==> src/rtl/sram_ctrl_pkg.sv <==
// Shared types and elaboration-time helpers for the SRAM access sequencer.
// Assumes all timing limits are given in whole nanoseconds.
package sram_ctrl_pkg;

    typedef enum logic [2:0] {
        ST_IDLE    = 3'd0,
        ST_W_ADDR  = 3'd1,
        ST_W_PULSE = 3'd2,
        ST_W_HOLD  = 3'd3,
        ST_R_ACC   = 3'd4
    } seq_state_t;

    // Clock count covering a nanosecond limit, never less than one.
    function automatic int unsigned ns_to_cyc(input int unsigned ns, input int unsigned period);
        int unsigned c;
        c = (ns + period - 1) / period;
        if (c < 1) c = 1;
        return c;
    endfunction

    function automatic int unsigned max2(input int unsigned a, input int unsigned b);
        return (a > b) ? a : b;
    endfunction

endpackage

==> src/rtl/sram_phase_timer.sv <==
// Down-counter that measures the length of one access phase.
// Assumes load_val = phase length minus one; 'last' is high on the final cycle.
module sram_phase_timer #(
    parameter int CW = 4
) (
    input  logic          clk,
    input  logic          rst_n,
    input  logic          load,
    input  logic [CW-1:0] load_val,
    output logic          last
);

    logic [CW-1:0] cnt;

    // Load on phase entry, otherwise count down to zero and stay there.
    always_ff @(posedge clk) begin
        if (!rst_n)          cnt <= '0;
        else if (load)       cnt <= load_val;
        else if (cnt != '0)  cnt <= cnt - 1'b1;
    end

    assign last = (cnt == '0);


    timer_step_chk: assert property (@(posedge clk) disable iff (!rst_n)
        (!load && cnt != '0) |=> (cnt == $past(cnt) - 1'b1));

endmodule

==> src/rtl/sram_access_fsm.sv <==
// Phase sequencer: walks through the write or read phases of one access.
// Assumes each *_CYC parameter is at least one and fits in CW bits.
module sram_access_fsm
    import sram_ctrl_pkg::*;
#(
    parameter int unsigned TURN_CYC = 1,
    parameter int unsigned PW_CYC   = 2,
    parameter int unsigned HOLD_CYC = 1,
    parameter int unsigned RD_CYC   = 3,
    parameter int          CW       = 4
) (
    input  logic          clk,
    input  logic          rst_n,
    input  logic          req,
    input  logic          req_we,
    input  logic          ph_last,
    output seq_state_t    state,
    output logic          tmr_load,
    output logic [CW-1:0] tmr_val,
    output logic          accept
);

    localparam logic [CW-1:0] TURN_V = CW'(TURN_CYC - 1);
    localparam logic [CW-1:0] PW_V   = CW'(PW_CYC - 1);
    localparam logic [CW-1:0] HOLD_V = CW'(HOLD_CYC - 1);
    localparam logic [CW-1:0] RD_V   = CW'(RD_CYC - 1);

    seq_state_t nxt;

    // Next phase and timer reload for the phase being entered.
    always_comb begin
        nxt      = state;
        tmr_load = 1'b0;
        tmr_val  = '0;
        accept   = 1'b0;
        unique case (state)
            ST_IDLE: if (req) begin
                accept   = 1'b1;
                tmr_load = 1'b1;
                nxt      = req_we ? ST_W_ADDR : ST_R_ACC;
                tmr_val  = req_we ? TURN_V : RD_V;
            end
            ST_W_ADDR: if (ph_last) begin
                nxt = ST_W_PULSE; tmr_load = 1'b1; tmr_val = PW_V;
            end
            ST_W_PULSE: if (ph_last) begin
                nxt = ST_W_HOLD; tmr_load = 1'b1; tmr_val = HOLD_V;
            end
            ST_W_HOLD: if (ph_last) nxt = ST_IDLE;
            ST_R_ACC:  if (ph_last) nxt = ST_IDLE;
            default:   nxt = ST_IDLE;
        endcase
    end

    // State register.
    always_ff @(posedge clk) begin
        if (!rst_n) state <= ST_IDLE;
        else        state <= nxt;
    end


    back_to_idle_chk: assert property (@(posedge clk) disable iff (!rst_n)
        ((state == ST_W_HOLD || state == ST_R_ACC) && ph_last) |=> (state == ST_IDLE));


    write_order_chk: assert property (@(posedge clk) disable iff (!rst_n)
        (state == ST_W_PULSE && $past(state) != ST_W_PULSE) |-> ($past(state) == ST_W_ADDR));

endmodule

==> src/rtl/sram_async_ctrl.sv <==
// Synchronous controller for a 32K x 8 asynchronous static RAM.
// Derives every phase length from CLK_NS and the memory limits, latches
// each request, and decodes the strobes from the current phase.
// Assumes an external pad merges sram_dq_out/sram_dq_oe/sram_dq_in.
module sram_async_ctrl
    import sram_ctrl_pkg::*;
#(
    parameter int          AW       = 15,
    parameter int          DW       = 8,
    parameter int unsigned CLK_NS   = 20,
    parameter int unsigned T_WP_NS  = 40,   // strobe low time
    parameter int unsigned T_WC_NS  = 55,   // write cycle
    parameter int unsigned T_DS_NS  = 25,   // data setup to strobe rise
    parameter int unsigned T_AA_NS  = 55,   // address access
    parameter int unsigned T_OE_NS  = 30,   // enable access
    parameter int unsigned T_RC_NS  = 55,   // read cycle
    parameter int unsigned T_REL_NS = 20    // memory bus release
) (
    input  logic          clk,
    input  logic          rst_n,
    input  logic          req,
    input  logic          req_we,
    input  logic [AW-1:0] req_addr,
    input  logic [DW-1:0] req_wdata,
    output logic          ready,
    output logic [DW-1:0] rd_data,
    output logic          rd_valid,
    output logic [AW-1:0] sram_addr,
    output logic          sram_cs_n,
    output logic          sram_we_n,
    output logic          sram_oe_n,
    output logic [DW-1:0] sram_dq_out,
    output logic          sram_dq_oe,
    input  logic [DW-1:0] sram_dq_in
);

    localparam int unsigned TURN_CYC = ns_to_cyc(T_REL_NS, CLK_NS);
    localparam int unsigned PW_CYC   = max2(ns_to_cyc(T_WP_NS, CLK_NS), ns_to_cyc(T_DS_NS, CLK_NS));
    localparam int unsigned WC_CYC   = ns_to_cyc(T_WC_NS, CLK_NS);
    localparam int unsigned HOLD_CYC = (WC_CYC > TURN_CYC + PW_CYC) ? WC_CYC - TURN_CYC - PW_CYC : 1;
    localparam int unsigned RD_CYC   = max2(max2(ns_to_cyc(T_AA_NS, CLK_NS), ns_to_cyc(T_OE_NS, CLK_NS)),
                                            ns_to_cyc(T_RC_NS, CLK_NS));
    localparam int unsigned MAX_CYC  = max2(max2(TURN_CYC, PW_CYC), max2(HOLD_CYC, RD_CYC));
    localparam int          CW       = $clog2(MAX_CYC + 1);

    seq_state_t    state;
    logic          tmr_load, ph_last, accept;
    logic [CW-1:0] tmr_val;

    sram_access_fsm #(
        .TURN_CYC(TURN_CYC), .PW_CYC(PW_CYC), .HOLD_CYC(HOLD_CYC),
        .RD_CYC(RD_CYC), .CW(CW)
    ) u_fsm (
        .clk(clk), .rst_n(rst_n), .req(req), .req_we(req_we),
        .ph_last(ph_last), .state(state), .tmr_load(tmr_load),
        .tmr_val(tmr_val), .accept(accept)
    );

    sram_phase_timer #(.CW(CW)) u_timer (
        .clk(clk), .rst_n(rst_n), .load(tmr_load),
        .load_val(tmr_val), .last(ph_last)
    );

    // Capture address and write data when a request is taken.
    always_ff @(posedge clk) begin
        if (!rst_n) begin
            sram_addr   <= '0;
            sram_dq_out <= '0;
        end else if (accept) begin
            sram_addr   <= req_addr;
            sram_dq_out <= req_wdata;
        end
    end

    // Register the bus on the final read cycle and flag it for one cycle.
    always_ff @(posedge clk) begin
        if (!rst_n) begin
            rd_data  <= '0;
            rd_valid <= 1'b0;
        end else begin
            rd_valid <= (state == ST_R_ACC) && ph_last;
            if ((state == ST_R_ACC) && ph_last) rd_data <= sram_dq_in;
        end
    end

    // Strobe decode from the current phase.
    always_comb begin
        ready      = (state == ST_IDLE);
        sram_cs_n  = (state == ST_IDLE);
        sram_we_n  = (state != ST_W_PULSE);
        sram_oe_n  = (state != ST_R_ACC);
        sram_dq_oe = (state == ST_W_PULSE) || (state == ST_W_HOLD);
    end


    idle_quiet_chk: assert property (@(posedge clk) disable iff (!rst_n)
        ready |-> (sram_cs_n && sram_we_n && sram_oe_n && !sram_dq_oe));


    accept_busy_chk: assert property (@(posedge clk) disable iff (!rst_n)
        (ready && req) |=> !ready);


    no_contention_chk: assert property (@(posedge clk) disable iff (!rst_n)
        (sram_dq_oe || !sram_we_n) |-> sram_oe_n);


    addr_data_stable_chk: assert property (@(posedge clk) disable iff (!rst_n)
        (!sram_cs_n && $past(!sram_cs_n)) |-> ($stable(sram_addr) && $stable(sram_dq_out)));


    hold_past_strobe_chk: assert property (@(posedge clk) disable iff (!rst_n)
        $rose(sram_we_n) |-> (!sram_cs_n && sram_dq_oe));


    rvalid_after_read_chk: assert property (@(posedge clk) disable iff (!rst_n)
        rd_valid |-> ($past(!sram_oe_n) && ready));

endmodule

==> config.mk <==
export PLATFORM = sky130hd
export DESIGN_NAME = sram_async_ctrl
export DESIGN_NICKNAME = d
export VERILOG_FILES = /design/src/rtl/sram_ctrl_pkg.sv /design/src/rtl/sram_phase_timer.sv /design/src/rtl/sram_access_fsm.sv /design/src/rtl/sram_async_ctrl.sv
export SDC_FILE = /design/constraint.sdc
export NUM_CORES = 1
export LEC_CHECK = 0
export BUFFER_PORTS_ARGS = -buffer_cell sky130_fd_sc_hd__buf_4
export CELL_PAD_IN_SITES_DETAIL_PLACEMENT = 0
export CELL_PAD_IN_SITES_GLOBAL_PLACEMENT = 2
export CORE_MARGIN = 4
export CORE_UTILIZATION = 27
export DETAILED_ROUTE_END_ITERATION = 6
export GPL_TIMING_DRIVEN = 1
export MAX_ROUTING_LAYER = met4
export PLACE_DENSITY_LB_ADDON = 0.1
export SLEW_MARGIN = 15
export SYNTH_ARGS = -nofsm -noshare
export SYNTH_HDL_FRONTEND = slang
export SYNTH_SLANG_ARGS = --single-unit
==> constraint.sdc <==
create_clock -name clk -period 3.6 [get_ports clk]
set_input_delay 0.54 -clock clk [delete_from_list [all_inputs] [get_ports clk]]
set_output_delay 0.54 -clock clk [all_outputs]
set_load 0.01 [all_outputs]
==> Word-level counts from Yosys, hierarchy flattened <==
Cells that the tools add are included.
{ "totals": {"regBits": 37, "input_bits": 35, "output_inout_bits": 37} }
{ "op_classes": {"add_sub_neg": 1, "n_eq_ne": 10, "mux": 16, "n_reduce_logical": 9} }
{ "op_table": {"columns": ["cell", "n"], "rows": [
  ["$mux 3", 5],
  ["$pmux 3 s4", 1],
  ["$mux 2", 4],
  ["$eq 3x2->1 const B", 2],
  ["$ne 2x2->1 const B", 3],
  ["$mux 1", 4],
  ["$pmux 2 s2", 1],
  ["$reduce_and 4->1", 1],
  ["$reduce_bool 2->1", 2],
  ["$reduce_or 2->1", 2],
  ["$eq 3x1->1 const B", 1],
  ["$eq 3x3->1 const B", 1],
  ["$logic_not 3->1", 1],
  ["$ne 3x2->1 const B", 1],
  ["$ne 3x3->1 const B", 1],
  ["$logic_not 2->1", 1],
  ["$ne 2x1->1 const B", 1],
  ["$pmux 1 s2", 1],
  ["$sub 2x1->2 const B", 1],
  ["$logic_and 1x1->1", 1],
  ["$logic_or 1x1->1", 1]
]} }

==> Depth between registers and ports, before layout <==
Gate-level depths: netlist of the first run.
{ "depth": {"depth_word": 4, "ltp_mapped": 7, "mapped_depth_nobuf": 5} }

==> By module <==
Synthesis of the first run repeated with hierarchy kept, for this count alone.
{ "unflattened": {"cells_unflattened": 154, "hier_area_um2": 1587.8} }
{ "by_module_without_submodules": {"columns": ["mod", "n_inst", "cells_each", "area_per_inst_um2", "seq_area_each_um2"], "rows": [
  ["sram_async_ctrl", 1, 118, 1265.0, 640.6],
  ["sram_access_fsm", 1, 23, 198.9, 60.1],
  ["sram_phase_timer", 1, 13, 123.9, 40.0]
]} }

==> Worst setup path before layout of the first run <==
OpenSTA, ideal clock, no wires.
{ "synth_timing": {"path_kind": "register to output", "start": "register u_fsm.state[0]", "end": "output sram_cs_n", "arrival_time_ps": 1088, "setup_slack_ps": 1972, "path_stages_with_launch": 4, "n_path_buf": 2, "cell_sequence": "dfxtp_1 > clkbuf_1 > nor3_1 > buf_4"} }
{ "synth_between": {"elab_chain_cells": 1} }
{ "synth_lines": {"columns": ["item", "line", "rtl"], "rows": [
  ["start: declaration", "sram_access_fsm.sv:17", "output seq_state_t state,"],
  ["start signal: assignment", "sram_access_fsm.sv:58", "else state <= nxt;"],
  ["$logic_not 3->1", null, null],
  ["end: declaration", "sram_async_ctrl.sv:29", "output logic sram_cs_n,"]
]} }
Every way passes these cells.

==> Final worst setup path of the first run <==
{ "layout_timing": {"start": "register u_fsm.state[1]", "end": "output sram_we_n"} }
{ "layout_between": {"elab_chain_cells": 1} }
{ "layout_lines": {"columns": ["item", "line", "rtl"], "rows": [
  ["$ne 3x2->1", "sram_async_ctrl.sv:90", "sram_we_n = (state != ST_W_PULSE);"],
  ["end: declaration", "sram_async_ctrl.sv:30", "output logic sram_we_n,"]
]} }
Every way passes these cells.

==> flow_summary.ini, run 1 <==
[placed_design]
placed_area_um2 = 2120
portBuffers = 71
hpwl_um = 2830
gp_congestion = 0.699
placed_cells = 301

[timing]
fmax_mhz = 453
skew_ns = 0.00322
drv_slew = 0
hold_viol = 0
slew_headroom_pct = 41.2
rsz0062_at_grt = no
worst_pin_slew_ns = 0.882
setup_tns_ns = 0
finalCritPeriodShare_pct = 61.3
setup_viol = 0
period_needed_ns = 2.21

[critical_path]
worstPathMaxFanout = 16
crit_required_ns = 3.06
crit_family = flip-flops
cp.buffers_inverters = 1
crit_type = register to primary output
timing.critical_path.to_type = primary output
slowest_stage = dfxtp_1
cp_data_arrival_time_ns = 1.67
critPathLaunchType = register
r2r-end = u_timer.cnt[1]$_SDFFE_PN0P_
cp-startpoint = u_fsm.state[1]$_SDFFE_PN0P_
r2r-start = u_fsm.state[1]$_SDFFE_PN0P_
max_stage_delay_ns = 0.70
reg2reg_depth = 3
r2r_slack_ns = 1.64
cp_cell_sequence = or3b_2 > buf_4

[cells_and_area]
antenna_cells = 0
finish.utilization_pct = 40.4
drive_above_1_share_pct = 36.6
finalNonFillerCells = 310
fin_area_um2 = 2250
final_nets = 273
area_growth_pct = 43.7

[worst_hold_path]
hold_depth = 2
min_from = sram_dq_out[5]$_SDFFE_PN0P_
hold_path_class = register to register
holdPathEnd = sram_dq_out[5]$_SDFFE_PN0P_

[global_route]
grt_max_degree = 37
grt_pass1_wl_um = 6320
grt_overflow = 0
grtUsageTotal_pct = 11.5
grt_pass1_vias = 1317
antenna_found_initial = 0

[detailed_routing]
drtAntennaViolNets = 0
wl_per_cell_um = 12.8
drc_errors = 0
via_per_inst = 4.36
drt_iter0_drc = 33
vias = 1351
dr.pass1.iters = 4
routed_wl_um = 3970

[logic_synthesis]
synth.net_count = 207
yosysTopAreaCellShare_pct = 47.3
yosysTopAreaCell = dfxtp_1
avgSynthCellArea_um2 = 9.16
ys_seq_area_share_pct = 47.3
synth_cells = 171
synth_area_um2 = 1570
synth_warnings = 0
synthTopCellsByArea = dfxtp_1, nand2_1, a21boi_1
synth_cell_types = 31
ys_ff_latch = 37

[clocking]
hold_buffers = 0
cts.sinks = 37
cts-root-buf = clkbuf_8
clock_latency_ns = 0.28
ctsResizeCount = 0
numCtsBuffers = 5
post_cts.repair.setup_buffers = 0
clk_pin_slew_worst_paths_ns = 0.07
cts_max_path_buffers = 2
htreeDepth = 2
cts_tree = done

[floorplan]
io_pins = 72
core_area_um2 = 5570
dieWidth_um = 84.2
num_rows = 27
die_area_um2 = 7080
start_util_pct = 28.1
die_h_um = 84.2

[pwr]
leakagePower_nw = 0.969
peakVddDrop_uv = 218
power_density_nw_per_um2 = 558

[run]
drv_cap = 0

[status]
outcome = complete, no violations
## power by group
part	internal, mW	switching, mW	total, mW
combinational	0.191	0.182	0.374
clock	0.226	0.145	0.371
sequential	0.463	0.0478	0.511
total	0.880	0.375	1.26
## cell usage after synthesis (all sizes together)
| library cell | n |
|---|---|
| and2 | 1 |
| o311a | 1 |
| nor3 | 2 |
| nand2 | 48 |
| a211oi | 1 |
| nand4bb | 1 |
| a21oi | 1 |
| nor2 | 4 |
| nor4b | 1 |
| a22oi | 1 |
| nor4bb | 1 |
| mux2i | 9 |
| nand2b | 3 |
| nor2b | 10 |
| or4b | 1 |
| or3b | 3 |
| nor3b | 2 |
| dfxtp | 37 |
| inv | 2 |
| a221oi | 1 |
| o21a | 1 |
| clkbuf | 4 |
| o221a | 1 |
| ha | 1 |
| xor2 | 1 |
| buf | 10 |
| a21boi | 23 |
## layer usage
layer	track usage [%]	vias to the layer above	routed length, um
met5	-	-	0
met4	5.26	0	57
met3	3.63	5	274
met2	18.9	45	1850
met1	12.7	608	1790
li1	-	693	-
## cells by family after synthesis
| logic type | after synthesis | synth area share, % |
|---|---|---|
| AOI/OAI and AO/OA | 30 | 14.7 |
| and+or+nand+nor | 77 | 25.3 |
| buffers and inverters | 16 | 5.59 |
| adders and majority gates | 1 | 0.799 |
| DFF | 37 | 47.3 |
| xor gates and xnor gates | 1 | 0.559 |
| muxes | 9 | 5.75 |
## per-stage QoR
step	hold WS, ns	total power [mW]	setup WS (ns)
detailed placement	0.447	0.895	1.55
global placement	0.442	0.886	1.62
global route	0.467	1.33	1.32
floorplan	0.479	0.754	1.97
finish	0.452	1.26	1.39
CTS	0.457	1.27	1.39
## layout by cell type (no fill, tap or decap), types with 2 or more instances in the layout
cell type  instances
nor3b_1            2
nor3_1             2
dfxtp_1           37
or3b_2             3
nand2_1           48
a21boi_0           3
inv_1              2
mux2i_1            9
a21boi_1          20
nor2_1             3
clkbuf_8           6
nor2b_1           10
buf_4             72
nand2b_1           3
## sequential cells by signal, summed over array words and instances (netlist names)
register	cells
rd_data	8
rd_valid	1
sram_addr	15
sram_dq_out	8
u_fsm.state	3
u_timer.cnt	2
## cell type report
cell class                      count  area, um2
Fill cell                         554       3320
Multi-Input combinational cell    118        744
Sequential cell                    37        741
Timing Repair Buffer               73        552
Tap cell                           72       90.1
Clock buffer                        7       86.3
Clock inverter                      1       30.0
Inverter                            2       7.51
## worst max-delay path by stage
| stage | to | slack [ns] | cells past startpoint |
|---|---|---|---|
| after floorplan | sram_cs_n | 1.97 | 3 |
| after global placement | u_timer.cnt[1]$_SDFFE_PN0P_ | 1.62 | 4 |
| after detailed placement | sram_addr[1]$_SDFFE_PN0P_ | 1.55 | 4 |
| after CTS | sram_we_n | 1.39 | 2 |
| after global routing | sram_we_n | 1.32 | 2 |
| final | sram_we_n | 1.39 | 2 |
## tightest hold or removal path, cell delays in order, from the launching register on
cell      delay, ns
dfxtp_1        0.31
nand2_1        0.05
a21boi_1       0.05
Power figures use the tool's default switching activity.
==> run 2, diff against run 1 <==
CORE_UTILIZATION = 23   (was 27)
clock period = 1.8 ns   (was 3.6 ns; I/O delays follow)
==> run 2 against run 1 <==
  * Critical path depth increased by 1
  * Non-clock buffer count is 4 higher
  * Count of clock-buffer cells in the layout increased by 1
  * Global-route usage decreased by 1.1 points
  * Cell count grew 2.9%
  * Flip-flop and latch count did not move
  * Design area about the same
  * Total power rose by 87%
  * Hold slack worse by 0.22 ns
  * Largest power group unchanged
==> flow_summary.ini, run 2 (synthesis results as in run 1) <==
[status]
outcome = complete, no violations

[clocking]
cts-root-buf = clkbuf_8
clk_pin_slew_worst_paths_ns = 0.07
clock_latency_ns = 0.28
numCtsBuffers = 5
cts_max_path_buffers = 2
cts.sinks = 37
post_cts.repair.setup_buffers = 0
htreeDepth = 2
cts_tree = done

[run]
drv_cap = 0

[global_route]
grtUsageTotal_pct = 10.4
grt_overflow = 0
grt_max_degree = 37
antenna_found_initial = 0
grt_pass1_wl_um = 6670
grt_pass1_vias = 1398

[placed_design]
portBuffers = 71
placed_cells = 311
hpwl_um = 2920
gp_congestion = 0.717
placed_area_um2 = 2170
dp_slack_ns = 0.185

[critical_path]
r2r-start = u_timer.cnt[0]$_SDFFE_PN0P_
cp_data_arrival_time_ns = 1.45
critPathLaunchType = register
r2r_slack_ns = 0.18
reg2reg_depth = 6
timing.critical_path.to_type = primary output
crit_type = register to primary output
cp-startpoint = u_fsm.state[1]$_SDFFE_PN0P_
crit_required_ns = 1.53
worstPathMaxFanout = 11
crit_end = sram_we_n
r2r-end = rd_data[4]$_SDFFE_PN0P_

[floorplan]
dieWidth_um = 90.5
io_pins = 72
num_rows = 29
die_h_um = 90.5
core_area_um2 = 6490
start_util_pct = 24.1
die_area_um2 = 8200

[worst_hold_path]
hold_path_class = input port to register
min_from = req_addr[9]

[detailed_routing]
via_per_inst = 4.28
routed_wl_um = 4040
wl_per_cell_um = 12.7
vias = 1366
drtAntennaViolNets = 0
drt_iter0_drc = 22
drc_errors = 0
dr.pass1.iters = 2

[timing]
drv_slew = 0
finalCritPeriodShare_pct = 95.4
holdWs_ns = 0.236
period_needed_ns = 1.72
hold_viol = 0
fmax_mhz = 582
worst_pin_slew_ns = 0.320
setup_tns_ns = 0
setup_viol = 0
rsz0062_at_grt = no
skew_ns = 0.00588
slew_headroom_pct = 78.6
fin_ws_ns = 0.0819

[pwr]
power_density_nw_per_um2 = 1040
finalPower_mw = 2.34
peakVddDrop_uv = 439
leakagePower_nw = 0.970

[cells_and_area]
area_growth_pct = 43.8
top_register = sram_addr
finish.utilization_pct = 34.7
final_common_cell = buf_4
largest_reg_flops = 15
reg_top3 = sram_addr x15, rd_data x8, sram_dq_out x8
fin_area_um2 = 2250
drive_above_1_share_pct = 37.2
antenna_cells = 0
final_cell_mix = buf_4, nand2_1, dfxtp_1
final_nets = 277
finalNonFillerCells = 319
n_fill_cell = 703
[run 2: timing repair]
action	in CTS	in global routing
resized for setup	1	1
pin swaps	0	0
setup endpoints to repair	1	1
hold buffers	0	0
[run 2: report_power, final]
group          total (mW)  switching [mW]  internal, mW
Combinational       0.811           0.404         0.407
Clock               0.547           0.272         0.275
Sequential          0.987          0.0598         0.927
[run 2: critical path, cell delays in order (launching register included)]
cell     delay [ns]
dfxtp_1        0.38
buf_6          0.17
or3b_2         0.46
buf_4          0.16
[run 2: how the worst min path moves through the flow]
| stage | cells past startpoint | end | slack (ns) |
|---|---|---|---|
| after floorplan | 2 | sram_addr[0]$_SDFFE_PN0P_ | 0.40 |
| after global placement | 2 | sram_dq_out[6]$_SDFFE_PN0P_ | 0.44 |
| after detailed placement | 2 | sram_dq_out[4]$_SDFFE_PN0P_ | 0.45 |
| after CTS | 3 | sram_addr[0]$_SDFFE_PN0P_ | 0.22 |
| after global routing | 3 | sram_addr[9]$_SDFFE_PN0P_ | 0.22 |
| final | 3 | sram_addr[9]$_SDFFE_PN0P_ | 0.24 |
[run 2: layout make-up]
| type | count | area, um2 | area share, % |
|---|---|---|---|
| multi-input combinational | 118 | 744 | 33.1 |
| timing repair buffer | 77 | 582 | 25.8 |
| sequential | 37 | 742 | 32.9 |
| tap | 77 | 96.3 | 4.28 |
| inverter | 2 | 7.51 | 0.333 |
| clock buffer | 8 | 80.1 | 3.56 |
[run 2: layer usage]
metal | share of wire, % | up-vias | track usage, %
met5 | 0 | - | -
met4 | 0.69 | 0 | 3.44
met3 | 7.0 | 2 | 3.67
met2 | 51 | 37 | 18.0
met1 | 41 | 625 | 11.0
li1 | - | 702 | -
==> run 3, diff against run 2 <==
CORE_UTILIZATION = 24   (was 23)
CTS_BUF_LIST = sky130_fd_sc_hd__clkbuf_2   (was unset)
TNS_END_PERCENT = 10   (was unset)
==> run 3 against run 2 <==
  * Clock power decreased by 6.9%
  * Sequential share of layout area about the same
  * Highest routed layer unchanged
  * Sequential power about the same
==> flow_summary.ini, run 3 (synthesis results as in run 1) <==
[worst_hold_path]
hold_path_class = input port to register

[floorplan]
core_area_um2 = 6350
io_pins = 72
die_h_um = 88.8
num_rows = 29
dieWidth_um = 88.8
die_area_um2 = 7880
start_util_pct = 24.7

[clocking]
clock_latency_ns = 0.38
hold_buffers = 0
cts.sinks = 37
cts-root-buf = clkbuf_2
htreeDepth = 2
cts_tree = done
clk_pin_slew_worst_paths_ns = 0.19
cts_max_path_buffers = 2
numCtsBuffers = 5

[critical_path]
cp_data_arrival_time_ns = 1.44
crit_required_ns = 1.53
critPathLaunchType = register
timing.critical_path.to_type = primary output
crit_type = register to primary output
worstPathMaxFanout = 4

[global_route]
antenna_found_initial = 0
grtUsageTotal_pct = 10.8
use_met3_pct = 2.51
grt_pass1_vias = 1364
use_met1_pct = 12.8
busiest_layer = met2
use_met2_pct = 17.0
grt_max_degree = 37
grt_overflow = 0
grt_pass1_wl_um = 6360

[pwr]
leakagePower_nw = 0.989
finalPower_mw = 2.33
peakVddDrop_uv = 400
power_density_nw_per_um2 = 1030

[timing]
finalCritPeriodShare_pct = 94.9
drv_slew = 0
fmax_mhz = 586
setup_tns_ns = 0
fin_ws_ns = 0.0921
rsz0062_at_grt = no
skew_ns = 0.0120
setup_viol = 0
worst_pin_slew_ns = 0.324
slew_headroom_pct = 78.4
period_needed_ns = 1.71
hold_viol = 0

[detailed_routing]
routed_wl_um = 4040
drtAntennaViolNets = 0
via_per_inst = 4.29
drt_iter0_drc = 49
dr.pass1.iters = 3
drc_errors = 0
wl_per_cell_um = 12.6
vias = 1377

[cells_and_area]
multi_input_area_um2 = 749
antenna_cells = 0
area_growth_pct = 44.8
drive_above_1_share_pct = 39.3
reg_top3 = sram_addr x15, rd_data x8, sram_dq_out x8
final_cell_mix = buf_4, nand2_1, dfxtp_1
n_fill_cell = 672
final_common_cell = buf_4
top_register = sram_addr
final_nets = 279
ff_latch_area_um2 = 747
largest_reg_flops = 15

[run]
drv_cap = 0

[placed_design]
dp_slack_ns = 0.177
hpwl_um = 2950
portBuffers = 71
gp_congestion = 0.680

[status]
outcome = complete, no violations
run 3: cell count changes in the layout (fill, tap and decap cells not counted), moves of 2 or more:
cell	previous run	this run
dfxtp_1	36	34
clkbuf_8	5	0
clkbuf_2	0	6
or3b_2	3	1
or3b_4	0	2
clkbuf_1	3	0
run 3: worst max-delay path: stages, from the launching register on:
cell	delay (ns)
dfxtp_4	0.39
buf_4	0.15
or3b_4	0.37
buf_4	0.15
run 3: report_power, final:
part | total, mW | leakage [nW] | internal (mW) | switching, mW
clock | 0.509 | 0.0406 | 0.237 | 0.272
combinational | 0.834 | 0.644 | 0.427 | 0.407
sequential | 0.987 | 0.304 | 0.930 | 0.0569
run 3: final timing paths:
path,from,to,slack (ns),cells after the start
worst max-delay path,u_fsm.state[1]$_SDFFE_PN0P_,sram_oe_n,0.09,3
worst min-delay path,req_wdata[2],sram_dq_out[2]$_SDFFE_PN0P_,0.12,3
worst max register to register,u_timer.cnt[0]$_SDFFE_PN0P_,rd_data[7]$_SDFFE_PN0P_,0.17,6
worst min register to register,sram_addr[5]$_SDFFE_PN0P_,sram_addr[5]$_SDFFE_PN0P_,0.47,2
run 3: routing by layer:
| layer | vias to the layer above | wire (um) |
|---|---|---|
| li1 | 708 | - |
| met1 | 626 | 1640 |
| met2 | 36 | 2050 |
| met3 | 7 | 275 |
| met4 | 0 | 72 |
| met5 | - | 0 |
run 3: final cells by class:
class | instances | share of cell area (%)
timing repair buffer | 79 | 26.6
multi-input combinational | 118 | 33.0
clock buffer | 6 | 1.32
tap | 77 | 4.25
clock inverter | 2 | 1.49
inverter | 2 | 0.331
sequential | 37 | 32.9
run 3: repair_timing:
item,in CTS,in global routing
setup endpoints to repair,2,0
gates resized for setup,9,0
setup buffers,1,0
run 3: metrics by stage:
step	std cells	hold WS, ns	area (um2)	utilization, %
after floorplan	171	0.405	1570	-
after global placement	312	0.441	2170	34.2
after detailed placement	312	0.449	2170	34.2
after CTS	321	0.0737	2270	35.7
after global routing	321	0.0656	2270	35.7
final	321	0.116	2270	35.7
